===== config.mk =====
export PLATFORM = sky130hd
export DESIGN_NAME = irqm_top
export DESIGN_NICKNAME = d
export VERILOG_FILES = /design/src/rtl/irqm_pkg.sv /design/src/rtl/irqm_level_edge.sv /design/src/rtl/irqm_cfg_update.sv /design/src/rtl/irqm_read_mux.sv /design/src/rtl/irqm_top.sv
export SDC_FILE = /design/constraint.sdc
export NUM_CORES = 1
export LEC_CHECK = 0
export ABC_AREA = 1
export BUFFER_PORTS_ARGS = -buffer_cell sky130_fd_sc_hd__buf_2
export CAP_MARGIN = 15
export CORE_MARGIN = 1
export CORE_UTILIZATION = 42
export CTS_BUF_LIST = sky130_fd_sc_hd__clkbuf_4 sky130_fd_sc_hd__clkbuf_8
export DETAILED_ROUTE_END_ITERATION = 12
export GPL_TIMING_DRIVEN = 0
export MAX_ROUTING_LAYER = met4
export PLACE_DENSITY = 0.84
export SETUP_SLACK_MARGIN = 0.15
export SLEW_MARGIN = 20
export SYNTH_ARGS = -nofsm -noshare
export SYNTH_HDL_FRONTEND = slang
export SYNTH_SLANG_ARGS = --single-unit

===== constraint.sdc =====
create_clock -name clk -period 2.1 [get_ports clk]
set_clock_uncertainty 0.2 [all_clocks]
set_input_delay 0.315 -clock clk [delete_from_list [all_inputs] [get_ports clk]]
set_output_delay 0.315 -clock clk [all_outputs]
set_load 0.02 [all_outputs]

===== src/rtl/irqm_pkg.sv =====
package irqm_pkg;

  // Byte offsets whose positions other logic decodes
  localparam logic [7:0] OFF_LEG0   = 8'h50;
  localparam logic [7:0] OFF_CTRL   = 8'h51;
  localparam logic [7:0] OFF_LEG1   = 8'h57;
  localparam logic [7:0] OFF_MODE   = 8'h71;
  localparam logic [7:0] OFF_PROGIF = 8'h09;
  localparam logic [7:0] OFF_PIN    = 8'h3D;

  localparam logic [7:0] PROGIF_VAL = 8'h8F;
  localparam logic [7:0] PIN_VAL    = 8'h01;

  // Bit positions
  localparam int LEG0_BIT   = 2;
  localparam int LEG1_BIT   = 4;
  localparam int MODE_PEND0 = 2;
  localparam int MODE_BLK0  = 4;
  localparam int CTRL_EN0   = 2;
  localparam int CTRL_EN1   = 3;

  localparam int NUM_CH = 2;

  typedef struct packed {
    logic [7:0] leg0;
    logic [7:0] ctrl;
    logic [7:0] leg1;
    logic [7:0] mode;
  } irqm_regs_t;

  // Copy the pending bits of the mode byte into the legacy bytes
  function automatic irqm_regs_t legacy_from_mode(input irqm_regs_t r);
    irqm_regs_t o;
    o = r;
    o.leg0[LEG0_BIT] = r.mode[MODE_PEND0];
    o.leg1[LEG1_BIT] = r.mode[MODE_PEND0 + 1];
    return o;
  endfunction

  // Copy the legacy flags into the pending bits of the mode byte
  function automatic irqm_regs_t mode_from_legacy(input irqm_regs_t r);
    irqm_regs_t o;
    o = r;
    o.mode[MODE_PEND0]     = r.leg0[LEG0_BIT];
    o.mode[MODE_PEND0 + 1] = r.leg1[LEG1_BIT];
    return o;
  endfunction

  function automatic logic irq_level(input irqm_regs_t r);
    logic lvl;
    lvl = 1'b0;
    for (int c = 0; c < NUM_CH; c++) begin
      lvl = lvl | (r.mode[MODE_PEND0 + c] & ~r.mode[MODE_BLK0 + c]);
    end
    return lvl;
  endfunction

endpackage


===== src/rtl/irqm_level_edge.sv =====
module irqm_level_edge #(
  parameter int CH = 2
) (
  input  logic          clk,
  input  logic          rst,
  input  logic [CH-1:0] lvl,
  output logic [CH-1:0] rise,
  output logic [CH-1:0] fall
);

  logic [CH-1:0] prev_q;

  for (genvar c = 0; c < CH; c++) begin : g_ch
    always_ff @(posedge clk) begin
      if (rst) prev_q[c] <= 1'b0;
      else     prev_q[c] <= lvl[c];
    end
    assign rise[c] = lvl[c] & ~prev_q[c];
    assign fall[c] = ~lvl[c] & prev_q[c];
  end

endmodule


===== src/rtl/irqm_cfg_update.sv =====
module irqm_cfg_update
  import irqm_pkg::*;
#(
  parameter int ADDR_W = 8,
  parameter int LANES  = 4,
  localparam int LB    = $clog2(LANES),
  localparam int DW_W  = ADDR_W - LB
) (
  input  irqm_regs_t          cur,
  input  logic                blk_we,
  input  logic [1:0]          blk_val,
  input  logic                wr_en,
  input  logic [DW_W-1:0]     wr_dw,
  input  logic [LANES-1:0]    wr_strb,
  input  logic [8*LANES-1:0]  wr_data,
  input  logic [NUM_CH-1:0]   rise,
  input  logic [NUM_CH-1:0]   fall,
  output irqm_regs_t          nxt
);

  irqm_regs_t        r;
  logic [ADDR_W-1:0] la;
  logic [7:0]        bv;

  always_comb begin
    r  = cur;
    la = '0;
    bv = '0;

    // Step 1: block bits from the side port
    if (blk_we) begin
      r.mode[MODE_BLK0]     = blk_val[0];
      r.mode[MODE_BLK0 + 1] = blk_val[1];
      r = legacy_from_mode(r);
    end

    // Step 2: configuration lanes, lowest address first
    for (int i = 0; i < LANES; i++) begin
      if (wr_en && wr_strb[i]) begin
        la = {wr_dw, LB'(i)};
        bv = wr_data[8*i +: 8];
        if (la == ADDR_W'(OFF_LEG0)) begin
          r.leg0[LEG0_BIT] = r.leg0[LEG0_BIT] & ~bv[LEG0_BIT];
          r = mode_from_legacy(r);
        end else if (la == ADDR_W'(OFF_LEG1)) begin
          r.leg1[LEG1_BIT] = r.leg1[LEG1_BIT] & ~bv[LEG1_BIT];
          r = mode_from_legacy(r);
        end else if (la == ADDR_W'(OFF_MODE)) begin
          for (int c = 0; c < NUM_CH; c++) begin
            r.mode[MODE_PEND0 + c] = r.mode[MODE_PEND0 + c] & ~bv[MODE_PEND0 + c];
          end
          r = legacy_from_mode(r);
        end else if (la == ADDR_W'(OFF_CTRL)) begin
          r.ctrl = bv;
        end
      end
    end

    // Step 3: drive level edges
    for (int c = 0; c < NUM_CH; c++) begin
      if (rise[c])      r.mode[MODE_PEND0 + c] = 1'b1;
      else if (fall[c]) r.mode[MODE_PEND0 + c] = 1'b0;
    end
    r = legacy_from_mode(r);

    nxt = r;
  end

endmodule


===== src/rtl/irqm_read_mux.sv =====
module irqm_read_mux
  import irqm_pkg::*;
#(
  parameter int ADDR_W = 8,
  parameter int LANES  = 4,
  localparam int LB    = $clog2(LANES),
  localparam int DW_W  = ADDR_W - LB
) (
  input  irqm_regs_t         regs,
  input  logic [DW_W-1:0]    rd_dw,
  output logic [8*LANES-1:0] rd_data
);

  for (genvar g = 0; g < LANES; g++) begin : g_lane
    logic [ADDR_W-1:0] la;
    assign la = {rd_dw, LB'(g)};
    always_comb begin
      if      (la == ADDR_W'(OFF_LEG0))   rd_data[8*g +: 8] = regs.leg0;
      else if (la == ADDR_W'(OFF_CTRL))   rd_data[8*g +: 8] = regs.ctrl;
      else if (la == ADDR_W'(OFF_LEG1))   rd_data[8*g +: 8] = regs.leg1;
      else if (la == ADDR_W'(OFF_MODE))   rd_data[8*g +: 8] = regs.mode;
      else if (la == ADDR_W'(OFF_PROGIF)) rd_data[8*g +: 8] = PROGIF_VAL;
      else if (la == ADDR_W'(OFF_PIN))    rd_data[8*g +: 8] = PIN_VAL;
      else                                rd_data[8*g +: 8] = 8'h00;
    end
  end

endmodule


===== src/rtl/irqm_top.sv =====
module irqm_top
  import irqm_pkg::*;
#(
  parameter int   ADDR_W       = 8,
  parameter int   LANES        = 4,
  parameter logic SECONDARY_EN = 1'b0,
  localparam int  LB           = $clog2(LANES),
  localparam int  DW_W         = ADDR_W - LB
) (
  input  logic                clk,
  input  logic                rst,
  input  logic [NUM_CH-1:0]   irq_in,
  input  logic                wr_en,
  input  logic [DW_W-1:0]     wr_dw,
  input  logic [LANES-1:0]    wr_strb,
  input  logic [8*LANES-1:0]  wr_data,
  input  logic                blk_we,
  input  logic [1:0]          blk_val,
  input  logic [DW_W-1:0]     rd_dw,
  output logic [8*LANES-1:0]  rd_data,
  output logic                irq_out
);

  localparam logic [7:0] CTRL_RST =
    (8'(1) << CTRL_EN0) | (SECONDARY_EN ? (8'(1) << CTRL_EN1) : 8'h00);

  irqm_regs_t          regs_q;
  irqm_regs_t          regs_d;
  logic [NUM_CH-1:0]   rise;
  logic [NUM_CH-1:0]   fall;
  logic                irq_q;

  irqm_level_edge #(.CH(NUM_CH)) u_edge (
    .clk  (clk),
    .rst  (rst),
    .lvl  (irq_in),
    .rise (rise),
    .fall (fall)
  );

  irqm_cfg_update #(.ADDR_W(ADDR_W), .LANES(LANES)) u_upd (
    .cur     (regs_q),
    .blk_we  (blk_we),
    .blk_val (blk_val),
    .wr_en   (wr_en),
    .wr_dw   (wr_dw),
    .wr_strb (wr_strb),
    .wr_data (wr_data),
    .rise    (rise),
    .fall    (fall),
    .nxt     (regs_d)
  );

  always_ff @(posedge clk) begin
    if (rst) begin
      regs_q.leg0 <= 8'h00;
      regs_q.ctrl <= CTRL_RST;
      regs_q.leg1 <= 8'h00;
      regs_q.mode <= 8'h00;
      irq_q       <= 1'b0;
    end else begin
      regs_q <= regs_d;
      irq_q  <= irq_level(regs_d);
    end
  end

  irqm_read_mux #(.ADDR_W(ADDR_W), .LANES(LANES)) u_rd (
    .regs    (regs_q),
    .rd_dw   (rd_dw),
    .rd_data (rd_data)
  );

  assign irq_out = irq_q;

endmodule


Word-level counts from Yosys, hierarchy flattened

Cells that the tools add are included.

$add $sub $neg: 0
Multiply operators: 0
Div/mod/pow operators: 0
Magnitude comparators: 0
Eq/ne operators: 8
Shift operators: 0
Muxes and demuxes: 20
Bitwise gates (word level): 21
Reduce and logical (&&, ||, !) cells: 3

Operators by type and width:

| kind                                                | count |
|---|---|
| 2-to-1 mux 27 bit                                   | 4 |
| 2-to-1 mux 8 bit                                    | 7 |
| equality test 6 x 5 -> 1 bit, second input constant | 6 |
| 2-to-1 mux 13 bit                                   | 1 |
| bitwise AND 1 bit                                   | 10 |
| inverter 1 bit                                      | 10 |
| 2-to-1 mux 4 bit                                    | 2 |
| equality test 6 x 2 -> 1 bit, second input constant | 1 |
| equality test 6 x 4 -> 1 bit, second input constant | 1 |
| 2-to-1 mux 1 bit                                    | 5 |
| logical AND 1 bit                                   | 3 |
| 2-to-1 mux 3 bit                                    | 1 |
| OR 1 bit                                            | 1 |

Register bits: 35
Latch bits: 0
RAM bits: 0
ROM bits: 0
Bits of input ports: 56
Output and inout port bits: 33
Word-level logic and storage cells: 59
Memories kept: 0

Depth between registers and ports, before layout

Gate-level depths: netlist of run 1.

Depth in word-level cells: 14
Depth in mapped cells: 8
Gate-level depth less buffers: 8

By module

A second synthesis of run 1 with hierarchy kept.

Cells, all modules: 307
Area total of the unflattened synthesis: 2090.8 µm²

Modules (own cells, without submodules):

| module          | times used | cells each | area each (µm²) | sequential area each (µm²) |
|---|---|---|---|---|
| irqm_top        | 1          | 104        | 1018.5          | 660.6 |
| irqm_cfg_update | 1          | 101        | 548.0           | 0.0 |
| irqm_read_mux   | 1          | 90         | 446.7           | 0.0 |
| irqm_level_edge | 1          | 12         | 77.6            | 40.0 |

Worst setup path before layout of run 1

Ideal clock, no wire load.

Path type: in2out
From: input rd_dw[4]
To: output rd_data[14]
Arrival: 1.036 ns
Data required time: 1.585 ns
Path slack: 0.549 ns
Stages: 6
Buffers on the path: 0
Cell sequence: inv_1 -> nor2_2 -> nand3_2 -> nor2_4 -> inv_2 -> nor2_1

Longest elaborated chain between the ends: 3
Elaborated cells between the ends (all ways): 4
Classes of those cells: 2 x eq/ne; 2 x mux

RTL lines:

| element                      | line                | RTL |
|---|---|---|
| start, declared              | irqm_top.sv:19      | `input logic [DW_W-1:0] rd_dw,` |
| equality test 6 x 5 -> 1 bit | irqm_read_mux.sv:21 | `else if (la == ADDR_W'(OFF_MODE)) rd_data[8*g +: 8] = regs.mode;` |
| 2-to-1 mux 8 bit             | irqm_read_mux.sv:21 |  |
| 2-to-1 mux 8 bit *           | irqm_read_mux.sv:19 | `else if (la == ADDR_W'(OFF_CTRL)) rd_data[8*g +: 8] = regs.ctrl;` |
| end, declared                | irqm_top.sv:20      | `output logic [8*LANES-1:0] rd_data,` |

Mark *: on every way between the ends. The rest lies on a longest branch, timed or not.

Worst setup path in the final report of run 1

From: input rd_dw[5]
To: output rd_data[11]

Longest elaborated chain between the ends: 4
Elaborated cells between the ends (all ways): 6
Classes of those cells: 3 x eq/ne; 3 x mux

RTL lines:

| element                      | line                | RTL |
|---|---|---|
| equality test 6 x 2 -> 1 bit | irqm_read_mux.sv:22 | `else if (la == ADDR_W'(OFF_PROGIF)) rd_data[8*g +: 8] = PROGIF_VAL;` |
| 2-to-1 mux 8 bit             | irqm_read_mux.sv:22 |  |
| 2-to-1 mux 8 bit             | irqm_read_mux.sv:21 |  |
| 2-to-1 mux 8 bit *           | irqm_read_mux.sv:19 |  |

Marks and branches as above.

==> impl_metrics.ini, run 1 <==
[run_status]
run_status = complete, no violations

[yosys]
ys_top_cells_by_area = sky130_fd_sc_hd__dfxtp_1, sky130_fd_sc_hd__buf_4, sky130_fd_sc_hd__nor2_1
synth_top_cell_by_area = sky130_fd_sc_hd__dfxtp_1
synth_fa_ha_area_share_pct = 0
syn-cell-area_um2 = 1020
largest_family_of_logic_cells_by_synthesized_area = simple AND/OR/NAND/NOR gates
synth.avg_cell_area_um2 = 6.74
fraction_of_synthesized_cell_area_in_xor_and_xnor_cells_pct = 0
synth.top_cell.area_share_pct = 29.5
synth-seq-cells = 15
seq_area_frac_synth_pct = 29.5
ys.warnings.count = 0
synthesis.instances = 151
yosys-mux-area-fraction_pct = 1.97
yosys_cell_types = 24
area_fraction_in_compound_gates_after_synthesis_pct = 8.23
synth_simple_gate_area_share_pct = 34.3

[cells_and_area]
layout_common_cells = sky130_fd_sc_hd__buf_2, sky130_fd_sc_hd__nor2_1, sky130_fd_sc_hd__nand2_1, sky130_fd_sc_hd__buf_4, sky130_fd_sc_hd__conb_1
syn2layout_area_growth_pct = 35.3
layout_commonest_cell = sky130_fd_sc_hd__buf_2
final_nets = 276
layout.cells.non_filler = 247
fraction_of_final_layout_cells_with_drive_strength_greater_than_1_pct = 38.8
diodes = 0
final_cell_area_um2 = 1380

[setup_path]
required_ns = 1.58
worstPathArrival_ns = 1.23
worstSetupPathType = in2out
setup.worst_path.start_class = primary input
worst-path-max-fanout = 8
critPathCaptureType = output port

[clocking]
cts_tree = yes
post_cts.resized_instances = 0
worst_setup_hold_path_clk_slew_ns = 0.08
root_buffer = sky130_fd_sc_hd__clkbuf_4
postCtsSetupRepairBufs = 0
insertion_delay_ns = 0.27
clock_sink_count = 15
ctsHtreeMaxLevel = 1
cts_hold_repair.buffers = 0
ctsLongestPathBuffers = 2
cts_bufs_inserted = 3

[pwr]
power.ir.vdd_worst_uv = 237
power.density_nw_per_um2 = 462
static-leakage-power_nw = 0.830

[routing]
routed_wirelength_um = 2050
drt-pass1-iter-count = 4
vias = 1014
wire_per_inst_um = 8.30
post-route-drc-count = 0
drt_iter0_drc = 10
drt-vias-per-instance = 4.11
route.antenna.remaining_nets = 0

[die]
boundaryPins = 89
die_h_um = 51.2
core_area_um2 = 2250
floorplan.rows = 17
start_util_pct = 45.2
floorplan.die_area_um2 = 2630
chipWidth_um = 51.2

[worst_hold_path]
timing.hold.worst.class = in2reg

[sta]
slew_viol_final = 0
post-route-period-util_pct = 83.3
finalCriticalPeriod_ns = 1.75
max_freq_ghz = 0.572
hold_viol = 0
fin_setup_tns_ns = 0
rsz0062_at_grt = no
setup_viol = 0

[run]
drv_cap = 0

[grt]
leftover_overflow_at_the_end_of_global_routing = 0
grt_pass1_vias = 865
groute.usage.overall_pct = 16.6
grt_max_degree = 11
wire_length_of_the_first_global_routing_pass_um = 3230
grt_antenna_before_repair = 0

[placed_design]
post_dp_cell_area_um2 = 1350
buffer_ports.inserted = 43
dpl.hpwl_um = 1720
gp_routability_congestion = 0.706
place_inst = 243
==> critical path: stages <==
cell,delay (ns)
sky130_fd_sc_hd__buf_2,0.11
sky130_fd_sc_hd__nor2_2,0.13
sky130_fd_sc_hd__nand3_2,0.12
sky130_fd_sc_hd__nor2_4,0.21
sky130_fd_sc_hd__nand2_1,0.07
sky130_fd_sc_hd__nand3_1,0.09
sky130_fd_sc_hd__buf_2,0.17
==> report_power, final <==
part           internal (W)  switching (W)
clock network     0.0000865      0.0000814
logic             0.0000709      0.0000949
registers          0.000296     0.00000656
==> final timing paths <==
| path | from | endpoint | slack (ns) | depth (start not counted) |
|---|---|---|---|---|
| worst max-delay path | rd_dw[5] | rd_data[11] | 0.35 | 7 |
| worst max register to register | regs_q[3] | irq_out | 0.98 | 6 |
| worst min register to register | regs_q[22] | regs_q[22] | 0.26 | 2 |
| worst min-delay path | wr_data[8] | regs_q[16] | 0.07 | 3 |
==> kinds of logic after synthesis <==
kind of cell / after synthesis
compound gates: 13
buf+inv: 45
flops: 15
mux: 2
other cells: 1
simple gates: 75
==> sequential cells by signal, summed over array words and instances, names as in the netlist <==
signal and count:
irq_out 1, regs_q 12, u_edge.prev_q 2
==> metrics by stage <==
stage                     utilization, %  hold slack [ns]  power, W  setup WS (ns)
final                               61.1           0.0688  0.000636          0.352
after global routing                61.1           0.0648  0.000679          0.257
after global placement              59.8            0.245  0.000471          0.375
after CTS                           61.1           0.0616  0.000645          0.354
after detailed placement            59.8            0.256  0.000474          0.360
after floorplan                        -            0.187  0.000425          0.549
==> metal layers <==
layer	vias up	global-route usage, %	wire length [um]
li1	556	-	-
met1	409	16.4	843
met2	47	32.0	1040
met3	2	2.38	148
met4	0	6.76	19
met5	-	-	0
==> synth_stat cells, drive strengths merged <==
cell type,instances
a21oi,3
a22o,2
buf,23
clkinv,1
conb,1
dfxtp,15
inv,21
mux2i,2
nand2,29
nand3,12
nand3b,1
nand4,1
nor2,31
nor3,1
o211ai,1
o21ai,7
==> cell type report <==
| class | count | area [um^2] |
|---|---|---|
| fill | 235 | 877 |
| multi-input combinational | 112 | 536 |
| sequential | 15 | 300 |
| timing repair buffer | 43 | 215 |
| buffer | 23 | 176 |
| inverter | 22 | 85.1 |
| tap | 28 | 35.0 |
| clock buffer | 4 | 30.0 |
Power figures use the tool's default switching activity.
==> run 2: changes to the inputs <==
--- a/config.mk
+++ b/config.mk
@@ -5,16 +5,16 @@
 export SDC_FILE = /design/constraint.sdc
 export NUM_CORES = 1
 export LEC_CHECK = 0
-export ABC_AREA = 1
+export ABC_AREA = 0
 export BUFFER_PORTS_ARGS = -buffer_cell sky130_fd_sc_hd__buf_2
 export CAP_MARGIN = 15
 export CORE_MARGIN = 1
-export CORE_UTILIZATION = 42
+export CORE_UTILIZATION = 38
 export CTS_BUF_LIST = sky130_fd_sc_hd__clkbuf_4 sky130_fd_sc_hd__clkbuf_8
 export DETAILED_ROUTE_END_ITERATION = 12
 export GPL_TIMING_DRIVEN = 0
 export MAX_ROUTING_LAYER = met4
-export PLACE_DENSITY = 0.84
+export PLACE_DENSITY = 0.78
 export SETUP_SLACK_MARGIN = 0.15
 export SLEW_MARGIN = 20
 export SYNTH_ARGS = -nofsm -noshare
==> constraint.sdc (replaced) <==
create_clock -name clk -period 1.8 [get_ports clk]
set_clock_uncertainty 0.2 [all_clocks]
set_input_delay 0.27 -clock clk [delete_from_list [all_inputs] [get_ports clk]]
set_output_delay 0.27 -clock clk [all_outputs]
set_load 0.02 [all_outputs]
==> run 2 against run 1 <==
Net effect: the run now ends with setup timing left; critical path depth decreased by 1; critical endpoint unchanged; register-to-register slack got worse by 0.47 ns; cell area increased by 10%; flip-flop and latch count unchanged; clock power increased by 19%; global-route usage increased by 0.77 points.
==> impl_metrics.ini, run 2 <==
[run_status]
run_status = finished with violations
failed_checks = setup timing

[grt]
met1_resource_use_gr_pct = 17.9
grt_max_degree = 11
grt_pass1_vias = 877
groute.usage.overall_pct = 17.3
leftover_overflow_at_the_end_of_global_routing = 0
wire_length_of_the_first_global_routing_pass_um = 3530
grt_use_met3_pct = 1.74
routing_layer_with_the_top_usage_in_global_route = met2
met2_resource_use_gr_pct = 35.7
grt_antenna_before_repair = 0

[routing]
drt-pass1-iter-count = 3
route.antenna.remaining_nets = 0
drt_iter0_drc = 7
routed_wirelength_um = 2220
post-route-drc-count = 0
wire_per_inst_um = 10.6
vias = 937
drt-vias-per-instance = 4.48

[sta]
setup_viol = 3
finalCriticalPeriod_ns = 1.86
slew_headroom_pct = 52.5
post-route-period-util_pct = 103
rsz0062_at_grt = yes
slew_viol_final = 0
final_critical_path_setup_slack_ns = -0.0560
hold_viol = 0
max_slew.worst_pin.slew_ns = 0.707
max_freq_ghz = 0.539

[pwr]
power.ir.vdd_worst_uv = 396
post-layout-total-power_w = 0.000766
static-leakage-power_nw = 0.761
power.density_nw_per_um2 = 504

[cells_and_area]
ff_latch_area_um2 = 300
final_nets = 238
nFillCells = 206
layout.cells.non_filler = 209
syn2layout_area_growth_pct = 58.1
largest_register_ff_count = 12
layout_common_cells = sky130_fd_sc_hd__buf_2, sky130_fd_sc_hd__buf_4, sky130_fd_sc_hd__conb_1, sky130_fd_sc_hd__dfxtp_1, sky130_fd_sc_hd__mux2i_1
area_of_the_multi_input_gates_um2 = 629
fraction_of_final_layout_cells_with_drive_strength_greater_than_1_pct = 50.3
largest_register = regs_q
diodes = 0
layout_commonest_cell = sky130_fd_sc_hd__buf_2

[clocking]
root_buffer = sky130_fd_sc_hd__clkbuf_4
worst_setup_hold_path_clk_slew_ns = 0.08
ctsLongestPathBuffers = 2
clock_sink_count = 15
insertion_delay_ns = 0.27
cts_bufs_inserted = 3
ctsHtreeMaxLevel = 1
cts_tree = yes

[setup_path]
setup.worst_path.start_class = primary input
worstSetupPathType = in2out
worst-path-max-fanout = 6
critPathCaptureType = output port
required_ns = 1.33
worstPathArrival_ns = 1.39

[placed_design]
gp_routability_congestion = 0.805
buffer_ports.inserted = 43
dpl.hpwl_um = 1800
place_inst = 201

[die]
floorplan.die_area_um2 = 2730
core_area_um2 = 2300
boundaryPins = 89
floorplan.rows = 17
chipWidth_um = 52.3
die_h_um = 52.3
start_util_pct = 41.8

[yosys]
ys_top_cells_by_area = sky130_fd_sc_hd__dfxtp_1, sky130_fd_sc_hd__buf_4, sky130_fd_sc_hd__mux2i_1
ys.warnings.count = 0
synth.top_cell.area_share_pct = 31.3
seq_area_frac_synth_pct = 31.3
syn-cell-area_um2 = 961
synthesis.instances = 109
synth.avg_cell_area_um2 = 8.82
yosys_cell_types = 28
synthArstFlopShare_pct = 0
synth_top_cell_by_area = sky130_fd_sc_hd__dfxtp_1
predominant_post_synthesis_flop_cell = sky130_fd_sc_hd__dfxtp_1
synthMostInstantiatedCell = sky130_fd_sc_hd__buf_4
synth_common_cells = sky130_fd_sc_hd__buf_4, sky130_fd_sc_hd__dfxtp_1, sky130_fd_sc_hd__nor2_1, sky130_fd_sc_hd__mux2i_1, sky130_fd_sc_hd__a21oi_1
synth-seq-cells = 15
synth_enable_flop_cells = 0

[worst_hold_path]
timing.hold.worst.class = in2reg

[run]
drv_cap = 0
-- run 2: changes by cell type after synthesis, sizes merged, moves of 7 or more --
cell,before,now
o21ai,7,0
inv,21,4
nand3,12,2
nor2,31,14
mux2i,2,12
nand2,29,1
-- run 2: worst max-delay path, cell delays in order --
cell	delay (ns)
sky130_fd_sc_hd__buf_6	0.10
sky130_fd_sc_hd__nor4bb_4	0.30
sky130_fd_sc_hd__nand2b_1	0.10
sky130_fd_sc_hd__clkbuf_8	0.17
sky130_fd_sc_hd__o32a_1	0.31
sky130_fd_sc_hd__buf_6	0.14
-- run 2: per-layer routing --
| metal | vias to the layer above | share of wire (%) |
|---|---|---|
| met4 | 0 | 0 |
| met5 | - | 0 |
| met1 | 417 | 39 |
| li1 | 479 | - |
| met3 | 0 | 7.3 |
| met2 | 41 | 54 |
-- run 2: metrics by stage --
step	cell area, um^2	utilization [%]	setup slack, ns	TNS (ns)	hold slack (ns)
global route	1520	66.1	-0.0872	-0.344	0.0552
CTS	1490	65.0	-0.0336	-0.0682	0.0263
finish	1520	66.1	-0.0560	-0.128	0.0275
global placement	1330	58.0	-0.117	-0.619	0.259
detailed placement	1330	58.0	-0.124	-0.806	0.275
floorplan	1080	-	0.152	0	0.142
-- run 2: kinds of logic (layout without fill, tap and decap cells) --
family / count (synthesis) / count (layout) / share of synthesized area (%)
AO/OA/AOI/OAI: 15 / 15 / 10.9
other: 1 / 22 / 0.390
buffers and inverters: 29 / 80 / 19.9
multiplexers: 12 / 12 / 12.5
AND/OR/NAND/NOR: 37 / 37 / 25.0
flip-flops: 15 / 15 / 31.3
-- run 2: power breakdown --
group	switching, W	internal (W)	total [W]
combinational	0.000115	0.000102	0.000217
sequential	0.00000519	0.000343	0.000349
clock	0.0000996	0.000101	0.000200
-- run 2: repair_timing --
item | 4_1_cts | 5_1_grt
pin swaps | 9 | 5
hold buffers | 1 | 0
gates resized for setup | 29 | 7
hold endpoints to repair | 1 | 0
setup endpoints to repair | 9 | 10
buffers inserted | 3 | 0
-- run 2: layout make-up --
class,count,share of cell area [%]
tap,28,2.31
sequential,15,19.8
buffer,25,12.4
clock buffer,4,1.98
inverter,4,0.988
timing repair buffer,47,21.2
multi-input combinational,86,41.4
-- run 2: worst paths after layout --
path	startpoint	to	slack (ns)	cells after the start
setup / recovery	rd_dw[1]	rd_data[11]	-0.06	6
hold / removal	irq_in[0]	u_edge.prev_q[0]	0.03	2
setup reg to reg	u_edge.prev_q[0]	irq_out	0.51	4
hold reg to reg	regs_q[18]	regs_q[18]	0.30	2
==> run 3: changes to the inputs <==
--- a/config.mk
+++ b/config.mk
@@ -15,6 +15,7 @@
 export GPL_TIMING_DRIVEN = 0
 export MAX_ROUTING_LAYER = met4
 export PLACE_DENSITY = 0.78
+export REMOVE_ABC_BUFFERS = 1
 export SETUP_SLACK_MARGIN = 0.15
 export SLEW_MARGIN = 20
 export SYNTH_ARGS = -nofsm -noshare
==> run 3 against run 2 <==
Net effect: the flow still finishes with violations (setup timing); largest power group unchanged; non-clock buffer count is 24 lower; sequential share of layout area is 2.4 points higher; die area stayed put; flip-flop and latch count stayed put; worst hold slack worse by 0.0027 ns; cell area is 11% lower; register-to-register slack better by 0.06 ns; combinational power is 18% lower; clock power hardly changed; final cell count is 11% lower; count of clock-buffer cells in the layout stayed put.
==> impl_metrics.ini, run 3 (synthesized netlist as in run 2, its figures left out) <==
[sta]
fin_setup_tns_ns = -0.0599
slew_headroom_pct = 51.9
final_critical_path_setup_slack_ns = -0.0352
setup_viol = 2
hold_viol = 0
post-route-period-util_pct = 102
finalCriticalPeriod_ns = 1.84
rsz0062_at_grt = yes
max_slew.worst_pin.slew_ns = 0.717
slew_viol_final = 0
max_freq_ghz = 0.545

[setup_path]
required_ns = 1.33
timing.critical_path.mode_cell = sky130_fd_sc_hd__buf_6
critPathCaptureType = output port
cp_slowest_cell = sky130_fd_sc_hd__o32a_1
setup.worst_path.start_class = primary input
worstPathArrival_ns = 1.37
worst-path-max-fanout = 7
worstSetupPathType = in2out
crit_path_max_incr_delay_ns = 0.31
crit_path_cell_trace = buf_6, nor4bb_4, nand2b_1, buf_6, o32a_1, buf_6

[grt]
grt_max_degree = 14
groute.usage.overall_pct = 17.6
grt_pass1_vias = 762
wire_length_of_the_first_global_routing_pass_um = 3340
grt_antenna_before_repair = 0
leftover_overflow_at_the_end_of_global_routing = 0

[clocking]
cts_hold_repair.buffers = 0
clock_sink_count = 15
cts_tree = yes
insertion_delay_ns = 0.27
ctsHtreeMaxLevel = 1
worst_setup_hold_path_clk_slew_ns = 0.09
root_buffer = sky130_fd_sc_hd__clkbuf_4
ctsLongestPathBuffers = 2
cts_bufs_inserted = 3

[run_status]
failed_checks = setup timing
run_status = finished with violations

[run]
drv_cap = 0

[die]
boundaryPins = 89
floorplan.die_area_um2 = 2730
floorplan.rows = 17
start_util_pct = 41.8
core_area_um2 = 2300
die_h_um = 52.3
chipWidth_um = 52.3

[routing]
vias = 892
drt-vias-per-instance = 4.82
post-route-drc-count = 0
drt_iter0_drc = 5
route.antenna.remaining_nets = 0
routed_wirelength_um = 2410
drt-pass1-iter-count = 4
wire_per_inst_um = 13.0

[pwr]
seqPwrFrac_pct = 48.2
post-layout-total-power_w = 0.000725
power.density_nw_per_um2 = 536
power_report.internal_total_w = 0.000513
power.ir.vdd_worst_uv = 515
clkPwrFrac_pct = 27.3
static-leakage-power_nw = 0.645
p_comb_share_pct = 24.6
switching_share_pct = 29.2
total_switching_power_w = 0.000212

[cells_and_area]
syn2layout_area_growth_pct = 40.9
nFillCells = 211
final_cell_area_um2 = 1350
fraction_of_final_layout_cells_with_drive_strength_greater_than_1_pct = 42.7
diodes = 0
largest_register = regs_q
final_nets = 214
layout_commonest_cell = sky130_fd_sc_hd__buf_2
layout_common_cells = sky130_fd_sc_hd__buf_2, sky130_fd_sc_hd__conb_1, sky130_fd_sc_hd__dfxtp_1, sky130_fd_sc_hd__buf_6, sky130_fd_sc_hd__mux2i_1
largest_register_ff_count = 12

[placed_design]
buffer_ports.inserted = 43
dpl.hpwl_um = 1580
placement.setup.worst_slack_ns = -0.428
post_dp_cell_area_um2 = 1110
gp_routability_congestion = 0.697

[worst_hold_path]
timing.hold.worst.class = in2reg
-- run 3: changes by cell type in the layout (fill, tap and decap cells not counted), sizes merged --
cell	delta
buf	-20
clkbuf	-3
dlygate4sd3	-1
-- run 3: final cells by class --
| class | instances | area, um^2 | area share (%) |
|---|---|---|---|
| Timing Repair Buffer | 48 | 348 | 25.7 |
| Tap cell | 28 | 35.0 | 2.59 |
| Multi-Input combinational cell | 86 | 626 | 46.2 |
| Inverter | 4 | 15.0 | 1.11 |
| Sequential cell | 15 | 300 | 22.2 |
| Clock buffer | 4 | 30.0 | 2.22 |
-- run 3: power by group through the flow --
stage / registers, W / clock network (W) / logic [W]
3_5_place_dp: 0.000356 / 0 / 0.000148
5_1_grt: 0.000350 / 0.000229 / 0.000193
6_report: 0.000349 / 0.000198 / 0.000178
4_1_cts: 0.000349 / 0.000208 / 0.000168
2_1_floorplan: 0.000358 / 0 / 0.0000849
3_3_place_gp: 0.000356 / 0 / 0.000145
-- run 3: path summary, 6_finish.rpt --
kind	from	to	slack, ns	cells after the start
hold reg to reg	regs_q[22]	regs_q[22]	0.30	2
setup reg to reg	regs_q[3]	irq_out	0.57	4
setup / recovery	rd_dw[1]	rd_data[11]	-0.04	6
hold / removal	irq_in[0]	u_edge.prev_q[0]	0.02	2
-- run 3: layer usage --
layer / track usage [%] / up-vias / share of wire, %
li1: - / 427 / -
met4: 8.77 / 0 / 2.4
met2: 30.4 / 44 / 56
met3: 3.48 / 6 / 4.4
met5: - / - / 0
met1: 19.2 / 415 / 37
-- run 3: timing repair --
action	4_1_cts	5_1_grt
pin swaps	9	10
setup buffers	3	2
endpoints found under the setup margin	10	10
resized for setup	33	14
-- run 3: per-stage QoR --
stage / std cells / hold slack (ns) / utilization (%)
floorplan: 105 / 0.137 / -
global placement: 176 / 0.256 / 48.5
detailed placement: 176 / 0.277 / 48.5
CTS: 183 / 0.0222 / 56.4
global route: 185 / 0.0261 / 58.9
finish: 185 / 0.0248 / 58.9
-- run 3: critical path, delay by kind of cell --
kind,cells,cell delay (ns)
simple gates,2,0.40
compound gates,1,0.31
buf+inv,3,0.39
